<file path="src/rtl/hostmbx_pkg.sv">
package hostmbx_pkg;
    localparam int DW = 8;

    // status byte bit positions
    localparam int ST_OBF = 0;
    localparam int ST_IBF = 1;
    localparam int ST_CD  = 3;

    typedef struct packed {
        logic [DW-1:0] inb;
        logic [DW-1:0] outb;
        logic          ibf;
        logic          obf;
        logic          cd;
    } mbx_state_t;

    typedef struct packed {
        logic rd_prev;
        logic wr_prev;
    } edge_state_t;

    function automatic logic [DW-1:0] pack_status(input logic cd, input logic ibf,
                                                  input logic obf);
        logic [DW-1:0] s;
        s         = '0;
        s[ST_CD]  = cd;
        s[ST_IBF] = ibf;
        s[ST_OBF] = obf;
        return s;
    endfunction
endpackage

</file>
<file path="src/rtl/hostmbx_sync.sv">
module hostmbx_sync #(
    parameter int          W       = 1,
    parameter int          STAGES  = 2,
    parameter logic [W-1:0] RST_VAL = '1
) (
    input  logic         clk,
    input  logic         rst_n,
    input  logic [W-1:0] async_i,
    output logic [W-1:0] sync_o
);
    logic [STAGES-1:0][W-1:0] chain_d, chain_q;

    generate
        for (genvar g = 0; g < STAGES; g++) begin : g_stage
            if (g == 0) begin : g_first
                assign chain_d[g] = async_i;
            end else begin : g_next
                assign chain_d[g] = chain_q[g-1];
            end
        end
    endgenerate

    always_ff @(posedge clk or negedge rst_n) begin
        if (!rst_n) chain_q <= {STAGES{RST_VAL}};
        else        chain_q <= chain_d;
    end

    assign sync_o = chain_q[STAGES-1];
endmodule

</file>
<file path="src/rtl/hostmbx_hostif.sv">
module hostmbx_hostif
    import hostmbx_pkg::*;
(
    input  logic          clk,
    input  logic          rst_n,
    input  logic          sel_n_s,
    input  logic          a0_s,
    input  logic          rd_n_s,
    input  logic          wr_n_s,
    output logic          wr_evt,
    output logic          rd_outb_evt
);
    edge_state_t es_d, es_q;

    always_comb begin
        es_d         = es_q;
        es_d.rd_prev = rd_n_s;
        es_d.wr_prev = wr_n_s;
        wr_evt       = wr_n_s && !es_q.wr_prev && !sel_n_s;
        rd_outb_evt  = rd_n_s && !es_q.rd_prev && !sel_n_s && !a0_s;
    end

    always_ff @(posedge clk or negedge rst_n) begin
        if (!rst_n) es_q <= '{rd_prev: 1'b1, wr_prev: 1'b1};
        else        es_q <= es_d;
    end
endmodule

</file>
<file path="src/rtl/hostmbx_regs.sv">
module hostmbx_regs
    import hostmbx_pkg::*;
(
    input  logic          clk,
    input  logic          rst_n,
    input  logic          host_wr_evt,
    input  logic          host_a0_s,
    input  logic [DW-1:0] host_din_s,
    input  logic          host_rd_evt,
    input  logic          slv_rd_evt,
    input  logic          slv_wr_evt,
    input  logic [DW-1:0] slv_wdata,
    output mbx_state_t    st
);
    mbx_state_t st_d, st_q;

    always_comb begin
        st_d = st_q;
        // clears first, sets after: a set in the same cycle wins
        if (slv_rd_evt)  st_d.ibf = 1'b0;
        if (host_rd_evt) st_d.obf = 1'b0;
        if (host_wr_evt) begin
            st_d.inb = host_din_s;
            st_d.cd  = host_a0_s;
            st_d.ibf = 1'b1;
        end
        if (slv_wr_evt) begin
            st_d.outb = slv_wdata;
            st_d.obf  = 1'b1;
        end
    end

    always_ff @(posedge clk or negedge rst_n) begin
        if (!rst_n) st_q <= '0;
        else        st_q <= st_d;
    end

    assign st = st_q;
endmodule

</file>
<file path="src/rtl/hostmbx_top.sv">
module hostmbx_top
    import hostmbx_pkg::*;
#(
    parameter int SYNC_STAGES = 2
) (
    input  logic          clk,
    input  logic          rst_n,
    input  logic          host_sel_n,
    input  logic          host_a0,
    input  logic          host_rd_n,
    input  logic          host_wr_n,
    input  logic [DW-1:0] host_din,
    output logic [DW-1:0] host_dout,
    input  logic          slv_sel,
    input  logic          slv_rd,
    input  logic          slv_wr,
    input  logic [DW-1:0] slv_wdata,
    output logic [DW-1:0] slv_rdata,
    output logic          slv_irq
);
    localparam int GW = DW + 4;

    logic [GW-1:0] grp_async, grp_s;
    logic          sel_n_s, a0_s, rd_n_s, wr_n_s;
    logic [DW-1:0] din_s;
    logic          host_wr_evt, host_rd_evt, slv_rd_evt, slv_wr_evt;
    mbx_state_t    st;
    logic [DW-1:0] status;

    assign grp_async = {host_sel_n, host_a0, host_rd_n, host_wr_n, host_din};

    hostmbx_sync #(.W(GW), .STAGES(SYNC_STAGES), .RST_VAL('1)) u_sync (
        .clk     (clk),
        .rst_n   (rst_n),
        .async_i (grp_async),
        .sync_o  (grp_s)
    );

    assign {sel_n_s, a0_s, rd_n_s, wr_n_s, din_s} = grp_s;

    hostmbx_hostif u_hostif (
        .clk         (clk),
        .rst_n       (rst_n),
        .sel_n_s     (sel_n_s),
        .a0_s        (a0_s),
        .rd_n_s      (rd_n_s),
        .wr_n_s      (wr_n_s),
        .wr_evt      (host_wr_evt),
        .rd_outb_evt (host_rd_evt)
    );

    assign slv_rd_evt = slv_rd && !slv_sel;
    assign slv_wr_evt = slv_wr;

    hostmbx_regs u_regs (
        .clk         (clk),
        .rst_n       (rst_n),
        .host_wr_evt (host_wr_evt),
        .host_a0_s   (a0_s),
        .host_din_s  (din_s),
        .host_rd_evt (host_rd_evt),
        .slv_rd_evt  (slv_rd_evt),
        .slv_wr_evt  (slv_wr_evt),
        .slv_wdata   (slv_wdata),
        .st          (st)
    );

    assign status    = pack_status(st.cd, st.ibf, st.obf);
    assign host_dout = host_a0 ? status : st.outb;
    assign slv_rdata = slv_sel ? status : st.inb;
    assign slv_irq   = st.ibf;
endmodule

</file>
<file path="config.mk">
export PLATFORM = sky130hd
export DESIGN_NAME = hostmbx_top
export DESIGN_NICKNAME = d
export VERILOG_FILES = /design/src/rtl/hostmbx_pkg.sv /design/src/rtl/hostmbx_sync.sv /design/src/rtl/hostmbx_hostif.sv /design/src/rtl/hostmbx_regs.sv /design/src/rtl/hostmbx_top.sv
export SDC_FILE = /design/constraint.sdc
export NUM_CORES = 1
export LEC_CHECK = 0
export BUFFER_PORTS_ARGS = -buffer_cell sky130_fd_sc_hd__buf_2
export CORE_MARGIN = 2
export CORE_UTILIZATION = 35
export CTS_BUF_LIST = sky130_fd_sc_hd__clkbuf_8
export DETAILED_ROUTE_END_ITERATION = 8
export GPL_ROUTABILITY_DRIVEN = 0
export GPL_TIMING_DRIVEN = 0
export PLACE_DENSITY = 0.66
export SYNTH_ARGS = -nofsm -noshare
export SYNTH_HDL_FRONTEND = slang
export SYNTH_SLANG_ARGS = --single-unit
</file>
<file path="constraint.sdc">
create_clock -name clk -period 1.8 [get_ports clk]
set_clock_uncertainty 0.15 [all_clocks]
set_input_delay 0.09 -clock clk [delete_from_list [all_inputs] [get_ports clk]]
set_output_delay 0.09 -clock clk [all_outputs]
set_load 0.01 [all_outputs]
</file>
# Word level (Yosys, flattened, before mapping)
# Cells that the tools add are included.
# Widths: inputs -> output; s select.
# totals
out_inout_bits	17
elab_cells	28
ff_bits	45
in_bits	25
# op_classes
muxes	6
reduce_logical	13
# ops
op	n
$mux 8	2
$logic_and 1x1->1	6
$logic_not 1->1	5
$mux 1	4
$reduce_bool 2->1	2

# Longest topological paths before layout
# Gate-level depths: netlist (run 1).
# depth
ltp_word	6
ltp_mapped	3
ltp_nobuf	2

# Hierarchy
# A second synthesis (run 1) with hierarchy kept.
# unflattened
cells_unflattened	88
hier_area_um2	1654.1
# by_module_without_submodules
module	seq_area_each_um2	n_inst	area_each_um2	cells_each
hostmbx_regs	475.5	1	777.0	42
hostmbx_sync	630.6	1	630.6	24
hostmbx_top	0.0	1	171.4	18
hostmbx_hostif	52.6	1	75.1	4

# Least setup slack after synthesis (run 1)
# Ideal clock, no wire load.
# synth_path
path_type	reg2reg
start	register u_sync.chain_q (netlist bit u_sync.sync_o[8])
end	register u_regs.st_q (netlist bit u_regs.st[0])
arrival_time_ps	1178
path_stages_with_launch	4
slack_ps	348
required_time_ps	1525
path_cell_list	dfstp_2 > nor3b_1 > buf_4 > mux2_2
# synth_via
elab_chain_len	2
# synth_rtl
item	line_no	source
start, declared	hostmbx_sync.sv:11	logic [STAGES-1:0][W-1:0] chain_d, chain_q;
start signal, assigned	hostmbx_sync.sv:24	if (!rst_n) chain_q <= {STAGES{RST_VAL}};
start signal, assigned	hostmbx_sync.sv:25	else chain_q <= chain_d;
$logic_and 1x1->1 (2 in series)	hostmbx_hostif.sv:19	wr_evt = wr_n_s && !es_q.wr_prev && !sel_n_s;
end signal, assigned	hostmbx_regs.sv:35	else st_q <= st_d;
end, declared	hostmbx_regs.sv:15	mbx_state_t st_d, st_q;
# Every way passes these cells.
# A chain may end at the register's enable or synchronous reset.

# Worst setup path after layout (run 1)
# layout_path
start	input port host_a0
end	output port host_dout[3]
# layout_via
elab_chain_len	1
# layout_rtl
item	line_no	source
start, declared	hostmbx_top.sv:9	input logic host_a0,
$mux 8	hostmbx_top.sv:69	assign host_dout = host_a0 ? status : st.outb;
end, declared	hostmbx_top.sv:13	output logic [DW-1:0] host_dout,
# Every way passes these cells.

==> results of run 1 <==
[layout make-up]
type | instances | area [sq um]
multi-input combinational | 38 | 360.3
tap | 52 | 65.06
sequential | 45 | 1159
clock inverter | 2 | 33.78
clock buffer | 6 | 82.58
buffer | 3 | 17.52
fill | 382 | 2151
timing repair buffer | 62 | 425.4
[cells in the final DEF, fill, tap and decap left out, drive strengths merged]
cell	count
a21o	2
nor2b	10
nor3b	1
or4b	1
nand2b	1
inv	1
dfrtp	19
mux2	23
dlygate4sd3	23
bufinv	1
clkbuf	6
buf	42
dfstp	26
[worst min-delay path, cell delays in order]
cell,delay (ns)
buf_2,0.19
nand2b_1,0.13
a21o_1,0.10
[flip-flops by register name (all words and copies together) (netlist names)]
register	count
u_hostif.es_q	2
u_regs.st	19
u_sync.sync_o	12
u_sync.chain_d	12
[logic make-up (layout without fill, tap and decap cells)]
logic type	after synthesis	after routing	share of synthesized area [%]
mux	23	23	16.86
compound gates	2	2	0.9769
flops	45	45	75.41
buf+inv	3	73	1.140
simple gates	13	13	5.619
[stage by stage]
step | cell area [sq um] | std cells | power (W) | worst slack [ns] | hold WS (ns)
2_1_floorplan | 1536 | 86 | 0.001300 | 0.3476 | -0.3556
3_3_place_gp | 1797 | 177 | 0.001400 | 0.2862 | 0.04619
3_5_place_dp | 1797 | 177 | 0.001415 | 0.2235 | 0.04616
4_1_cts | 2143 | 208 | 0.002219 | 0.2061 | 0.08955
5_1_grt | 2143 | 208 | 0.002289 | 0.1778 | 0.1345
6_report | 2143 | 208 | 0.002176 | 0.2370 | 0.1094
[power breakdown]
| part | leakage, nW | switching (W) | total, W | internal [W] |
|---|---|---|---|---|
| registers | 0.495 | 0.0000365 | 0.00116 | 0.00112 |
| logic | 0.398 | 0.000108 | 0.000269 | 0.000161 |
| clock network | 0.0626 | 0.000302 | 0.000748 | 0.000446 |
[path summary, 6_finish.rpt]
path / from / endpoint / slack, ns / cells after the start
hold / removal: slv_sel / u_regs.st[2] / 0.11 / 3
setup / recovery: host_a0 / host_dout[3] / 0.24 / 4
max in group asynchronous: rst_n / u_regs.st[16] / 0.61 / 2
hold reg to reg: u_sync.chain_d[16] / u_sync.sync_o[4] / 0.21 / 0
setup reg to reg: u_sync.sync_o[8] / u_regs.st[18] / 0.25 / 3
min in group asynchronous: rst_n / u_regs.st[9] / 0.32 / 2
[layer usage]
layer | global-route usage [%] | share of wire (%) | up-vias
li1 | - | - | 425
met1 | 11.51 | 41 | 418
met2 | 18.55 | 51 | 22
met3 | 4.329 | 5.2 | 4
met4 | 7.051 | 3.2 | 0
met5 | 0 | 0 | -
==> out/qor.txt, run 1 <==
Wire per inst: 11.69 um
Initial detailed-routing violation count: 42
Asr flop ratio synth: 100.0%
CP max FO: 9
Final hold viol count: 0
Least-Margin Pin Slew: 0.9205 ns
Vias in the first global route: 926
Starting Density: 35.78%
1st-pass router iterations: 3
Crit-path cells: dlygate4sd3_1, buf_2, mux2_2, buf_2
Count of final setup violators: 0
Core Footprint: 4294 sq um
Period minus WS final: 1.563 ns
Clock latency on the worst-skew pair: 0.29 ns
CP Capture Type: output pin
Fmax achieved: 0.6398 GHz
Largest net degree at the start of global routing: 46
ANT nets after route: 0
Slowest stage delay, CP: 0.52 ns
Cts hold-fix bufs: 23
Worst min path class: in2reg
Post-synth top area cell: dfstp_2
Setup crit start kind: input port
CP dominant cell by count: buf_2
Area contributors post-synth: dfstp_2 (44%), dfrtp_1 (31%), mux2_2 (17%)
Crit Path Class: in2out
DRC: 0
CTS clk-pin slew, worst paths: 0.07 ns
Total Routed Length: 2432 um
Arr. time, crit path: 1.32 ns
Max_cap viols: 0
CTS Buf Count: 5
Setup TNS: 0 ns
P_leak: 0.9550 nW
First-pass GRT wire length: 4057 um
Final global-route overflow total: 0
Clock Tree Buf Depth: 2
Final net count: 180
Num rows: 24
Most common cell in the netlist: dfstp_2
I/O pin count: 42
CP required: 1.56 ns
Synthesized flop and latch total: 45
Layout area overhead: 39.50%
Layout cells sized above 1: 62.82%
TritonCTS clock tree: yes
Initial antenna violation count: 0
Worst VDD drop: 0.5064 mV
Cells after Synth: 86
Root buffer cell: clkbuf_8
Crit path max-delay cell type: dlygate4sd3_1
Setup repair bufs after CTS: 0
Synthesized area: 1536 sq um
Final Max Tran Viols: 0
CTS resizes: 0
RSZ-0062 raised after global routing: false
Status: finished clean
Critical path buffer and inverter count: 3
Core Util, Final: 49.91%
Synth Flop Type: dfstp_2
Clock sink count: 45
DIE HEIGHT: 70.26 um
Slew headroom: 38.63%
Post-synth top area share: 44.46%
Count of cell types in the netlist: 10
Die area: 4936 sq um
Avg Vias per Cell: 4.178
Period utilization: 86.83%
EDFF count, synth: 0
Sequential area share after synthesis: 75.41%
Family with the most delay on the worst path: buffers and inverters
H-tree level count: 2
Syn nets: 111
Vias: 869
Power Density: 1015 nW/um^2
Ant. Diodes: 0
Hpwl dp: 1654 um
Syn_area_per_cell: 17.87 sq um
Die Wd: 70.26 um
Port Buffers: 39
Most frequent cells after synthesis: dfstp_2 (26), mux2_2 (23), dfrtp_1 (19)
Total track usage: 11.09%
Yosys warns: 0
Note: power is estimated with default switching activity, not from simulation.
==> run 2, diff against run 1 <==
- ABC_AREA: unset -> 1
- CORE_ASPECT_RATIO: unset -> 1.2
- clock period: 1.8 -> 1.6 ns (I/O delays scaled with it)
==> out/qor.txt, run 2 <==
Die area: 5055 sq um
Placed cell count: 239
Clock Tree Buf Depth: 2
Initial antenna violation count: 0
H-tree level count: 2
Core Util, Final: 52.86%
Layout cells sized above 1: 36.65%
FILL cells: 404
Count of final setup violators: 0
Worst min path class: in2reg
Core Footprint: 4294 sq um
Fmax achieved: 0.6690 GHz
CTS clk-pin slew, worst paths: 0.08 ns
Area of the multi-input gates: 322.8 sq um
Family with the most delay on the worst path: buffers and inverters
Most common cell in the netlist: nand2_1
Final WS setup: 0.1053 ns
Ant. Diodes: 0
Largest net degree at the start of global routing: 46
Starting Density: 36.68%
Met1 WL: 1267 um
ANT nets after route: 0
Cells after Synth: 142
Status: finished clean
Placed Area: 1851 sq um
Total Routed Length: 2789 um
Vias in the first global route: 1140
Layout area overhead: 44.08%
CP dominant cell by count: buf_2
Stages on the worst setup path: 5
Pre-CTS setup slack: 0.3586 ns
TritonCTS clock tree: yes
Crit-path cells: dlygate4sd3_1, buf_2, buf_2, o21ai_0, buf_2
First-pass GRT wire length: 4823 um
R2R Path End: u_regs.st[2]
Highest metal used: met4
Sequential area share after synthesis: 73.55%
Final Max Tran Viols: 0
Total track usage: 12.41%
Synthesized area: 1575 sq um
WL met2: 1301 um
Asr flop ratio synth: 100.0%
DIE HEIGHT: 77.49 um
Crit Path Class: in2out
Avg Vias per Cell: 4.112
Register Area: 1159 sq um
CP required: 1.37 ns
Crit path max-delay cell type: dlygate4sd3_1
Final net count: 245
EDFF count, synth: 0
Syn_area_per_cell: 11.09 sq um
Vias: 1139
Synthesized flop and latch total: 45
CP Capture Type: output pin
Arr. time, crit path: 1.26 ns
Critical path buffer and inverter count: 4
Setup crit start kind: input port
Die Wd: 65.24 um
Count of cell types in the netlist: 11
Worst setup endpoint: host_dout[1]
Final hold viol count: 0
CTS resizes: 0
Port Buffers: 41
Post-synth top area cell: dfstp_2
DRC: 0
Slew headroom: 37.63%
Most common cell after layout, fill and taps aside: buf_2
RSZ-0062 raised after global routing: false
Clock latency on the worst-skew pair: 0.29 ns
Largest register FFs: 19
Max_cap viols: 0
Setup TNS: 0 ns
Final global-route overflow total: 0
Syn nets: 167
CP max FO: 10
R2r worst-path depth: 3
Clock sink count: 45
Final Instance Area: 2270 sq um
Period utilization: 93.42%
1st-pass router iterations: 4
Finished Layout Cells: 277
Initial detailed-routing violation count: 38
P_leak: 1.140 nW
Period minus WS final: 1.495 ns
Root buffer cell: clkbuf_8
Most frequent cells after synthesis: nand2_1 (36), dfstp_2 (26), dfrtp_1 (19), inv_1 (19), o21ai_0 (15)
Num rows: 26
Power Density: 1087 nW/um^2
Slowest stage delay, CP: 0.55 ns
R2R Setup Slk: 0.23 ns
Commonest non-fill, non-tap cells in the layout: buf_2 (44), nand2_1 (36), dlygate4sd3_1 (30)
Area contributors post-synth: dfstp_2 (43%), dfrtp_1 (30%), nand2_1 (8.6%)
Post-synth top area share: 43.37%
Synth Flop Type: dfstp_2
WL met3: 170 um
Critical Path Start: host_a0
I/O pin count: 42
Wire per inst: 10.07 um
Hpwl dp: 1709 um
Yosys warns: 0
Least-Margin Pin Slew: 0.9356 ns
Worst VDD drop: 0.6308 mV
CTS Buf Count: 5
FF-to-FF Start: u_regs.st[2]
==> run 2: power by group <==
group	leakage [nW]	internal [W]	switching, W
logic	0.574	0.000153	0.000152
registers	0.504	0.00125	0.0000404
clock network	0.0617	0.000509	0.000361
==> run 2: kinds of logic (layout without fill, tap and decap cells) <==
group	after synthesis	count (layout)	share of synthesized area (%)
buf+inv	23	102	5.957
flops	45	45	73.55
compound gates	15	15	4.766
simple gates	59	59	15.73
==> run 2: layout make-up <==
class | instances | area share (%)
clock inverter | 2 | 1.599
sequential | 45 | 51.05
multi-input combinational | 74 | 14.22
timing repair buffer | 71 | 22.27
inverter | 19 | 3.142
tap | 56 | 3.087
clock buffer | 6 | 3.638
buffer | 4 | 0.9923
==> run 2: layer usage <==
layer | track usage (%) | vias to the layer above
li1 | - | 585
met1 | 15.74 | 515
met2 | 19.90 | 34
met3 | 3.478 | 5
met4 | 5.000 | 0
met5 | 0 | -
==> run 2: timing repair <==
| item | CTS | global route |
|---|---|---|
| hold buffers | 30 | 0 |
| endpoints found under the hold margin | 40 | 0 |
| buffers inserted | 0 | 0 |
==> run 2: worst min path at each step <==
stage,from,to,slack (ns),depth (start not counted)
6_report,slv_wr,u_regs.st[1],0.08,4
5_1_grt,slv_wr,u_regs.st[1],0.10,4
4_1_cts,slv_wr,u_regs.st[1],0.08,4
3_5_place_dp,host_rd_n,u_sync.chain_d[21],0.04,1
3_3_place_gp,host_wr_n,u_sync.chain_d[20],0.04,1
2_1_floorplan,rst_n,u_regs.st[0],-0.37,0
==> run 2: metrics by stage <==
stage          hold WS, ns  power [W]
6_report           0.08385   0.002468
5_1_grt             0.1004   0.002608
4_1_cts            0.07771   0.002497
3_5_place_dp       0.03614   0.001554
3_3_place_gp       0.03544   0.001545
2_1_floorplan      -0.3656   0.001432
==> run 2: tightest hold or removal path: cells and delay by family <==
| kind | cells | cell delay [ns] |
|---|---|---|
| and+or+nand+nor | 1 | 0.04 |
| buffers and inverters | 3 | 0.36 |
==> run 3, diff against run 2 <==
- GPL_TIMING_DRIVEN: 0 -> unset
==> out/qor.txt, run 3 (same netlist as run 2, synthesis figures left out) <==
Crit path max-delay cell type: dlygate4sd3_1
Wire per inst: 9.835 um
DIE HEIGHT: 77.49 um
Die area: 5055 sq um
Setup TNS: 0 ns
Root buffer cell: clkbuf_8
Final Max Tran Viols: 0
Layout cells sized above 1: 36.11%
First-pass GRT wire length: 4629 um
CP dominant cell by count: dlygate4sd3_1
Pre-CTS setup slack: 0.4563 ns
Layout area overhead: 41.46%
Worst min path class: in2reg
Fmax achieved: 0.6517 GHz
Placed Area: 1848 sq um
Crit Path Class: in2reg
Clock Tree Buf Depth: 2
Die Wd: 65.24 um
Num rows: 26
1st-pass router iterations: 4
Total Routed Length: 2675 um
Final net count: 240
Starting Density: 36.68%
DRC: 0
Least-Margin Pin Slew: 0.4767 ns
Vias: 1110
CTS Buf Count: 5
Clock latency on the worst-skew pair: 0.30 ns
R2R Setup Slk: 0.44 ns
Total track usage: 12.17%
Initial antenna violation count: 0
Period minus WS final: 1.534 ns
Setup crit start kind: input port
Avg Vias per Cell: 4.081
Setup repair bufs after CTS: 0
Final WS setup: 0.06554 ns
Port Buffers: 41
Ant. Diodes: 0
CP Capture Type: flip-flop
Hold_sp: slv_sel
Final Instance Area: 2228 sq um
Slowest stage delay, CP: 0.56 ns
ANT nets after route: 0
Clock sink count: 45
Crit-path cells: dlygate4sd3_1, clkbuf_4, nand2_1, dlygate4sd3_1, o21ai_0
Max_cap viols: 0
Initial detailed-routing violation count: 27
CP max FO: 17
Arr. time, crit path: 1.57 ns
Largest register FFs: 19
H-tree level count: 2
Count of final setup violators: 0
Core Footprint: 4294 sq um
I/O pin count: 42
Family with the most delay on the worst path: buffers and inverters
P_leak: 1.105 nW
FF-to-FF Start: u_sync.sync_o[8]
Status: finished clean
Period utilization: 95.90%
Commonest non-fill, non-tap cells in the layout: buf_2 (40), nand2_1 (36), dlygate4sd3_1 (28)
FILL cells: 388
Largest net degree at the start of global routing: 27
TritonCTS clock tree: yes
Critical Path Start: slv_wr
Slew headroom: 68.22%
CTS clk-pin slew, worst paths: 0.09 ns
Final global-route overflow total: 0
Power Density: 1037 nW/um^2
RSZ-0062 raised after global routing: false
CP required: 1.63 ns
Vias in the first global route: 1087
Worst VDD drop: 0.6490 mV
Final hold viol count: 0
Hpwl dp: 1702 um
Most common cell after layout, fill and taps aside: buf_2
Critical path buffer and inverter count: 3
==> run 3: changes by cell type in the layout (fill, tap and decap cells not counted) <==
cell / delta
buf_12: +1
buf_2: -4
buf_4: -1
bufinv_16: -1
clkbuf_4: +1
clkbuf_8: -1
dlygate4sd3_1: -2
inv_4: -1
inv_6: +2
inv_8: +1
==> run 3: area by class of cell <==
class                           count  area [sq um]  area share [%]
Clock buffer                        5         68.82           3.088
Inverter                           19         71.32           3.200
Sequential cell                    45          1159           51.99
Multi-Input combinational cell     74         322.8           14.49
Timing Repair Buffer               70         508.0           22.80
Tap cell                           56         70.07           3.144
Clock inverter                      3         28.78           1.291
==> run 3: report_power, final <==
group / total [W] / switching [W] / internal (W)
clock network: 0.000726 / 0.000397 / 0.000329
logic: 0.000287 / 0.000146 / 0.000140
registers: 0.00130 / 0.0000435 / 0.00125
total: 0.00231 / 0.000587 / 0.00172
==> run 3: what timing repair did <==
action / CTS / global route
gates resized for setup: 0 / 1
hold buffers: 28 / 0
endpoints found under the hold margin: 41 / 0
setup endpoints to repair: 0 / 1
==> run 3: worst reg2reg max path: stages, from the launching register on <==
cell and delay, ns:
dfstp_2 0.65, nand2_4 0.12, nand2_1 0.09, nand2_1 0.05
==> run 3: final timing paths <==
kind	endpoint	depth (start not counted)
max reg2reg	u_regs.st[14]	3
min	u_regs.st[2]	3
max	u_regs.st[10]	5
min reg2reg	u_sync.sync_o[9]	0
max in group asynchronous	u_hostif.es_q[0]	3
min in group asynchronous	u_regs.st[9]	2
==> run 3: metal layers <==
| layer | track usage, % | wire length [um] |
|---|---|---|
| met4 | 6.250 | 88 |
| met5 | 0 | 0 |
| met3 | 4.348 | 169 |
| met1 | 14.62 | 1208 |
| met2 | 19.08 | 1209 |
==> run 3: per-stage QoR <==
stage / hold WS [ns] / power [W] / std cells / util [%]
final: 0.01985 / 0.002310 / 272 / 51.89
after detailed placement: -0.08580 / 0.001553 / 236 / 43.04
after floorplan: -0.3656 / 0.001432 / 142 / -
after global placement: -0.08661 / 0.001546 / 236 / 43.04
after CTS: 0.01363 / 0.002343 / 272 / 51.84
after global routing: 0.09802 / 0.002446 / 272 / 51.89
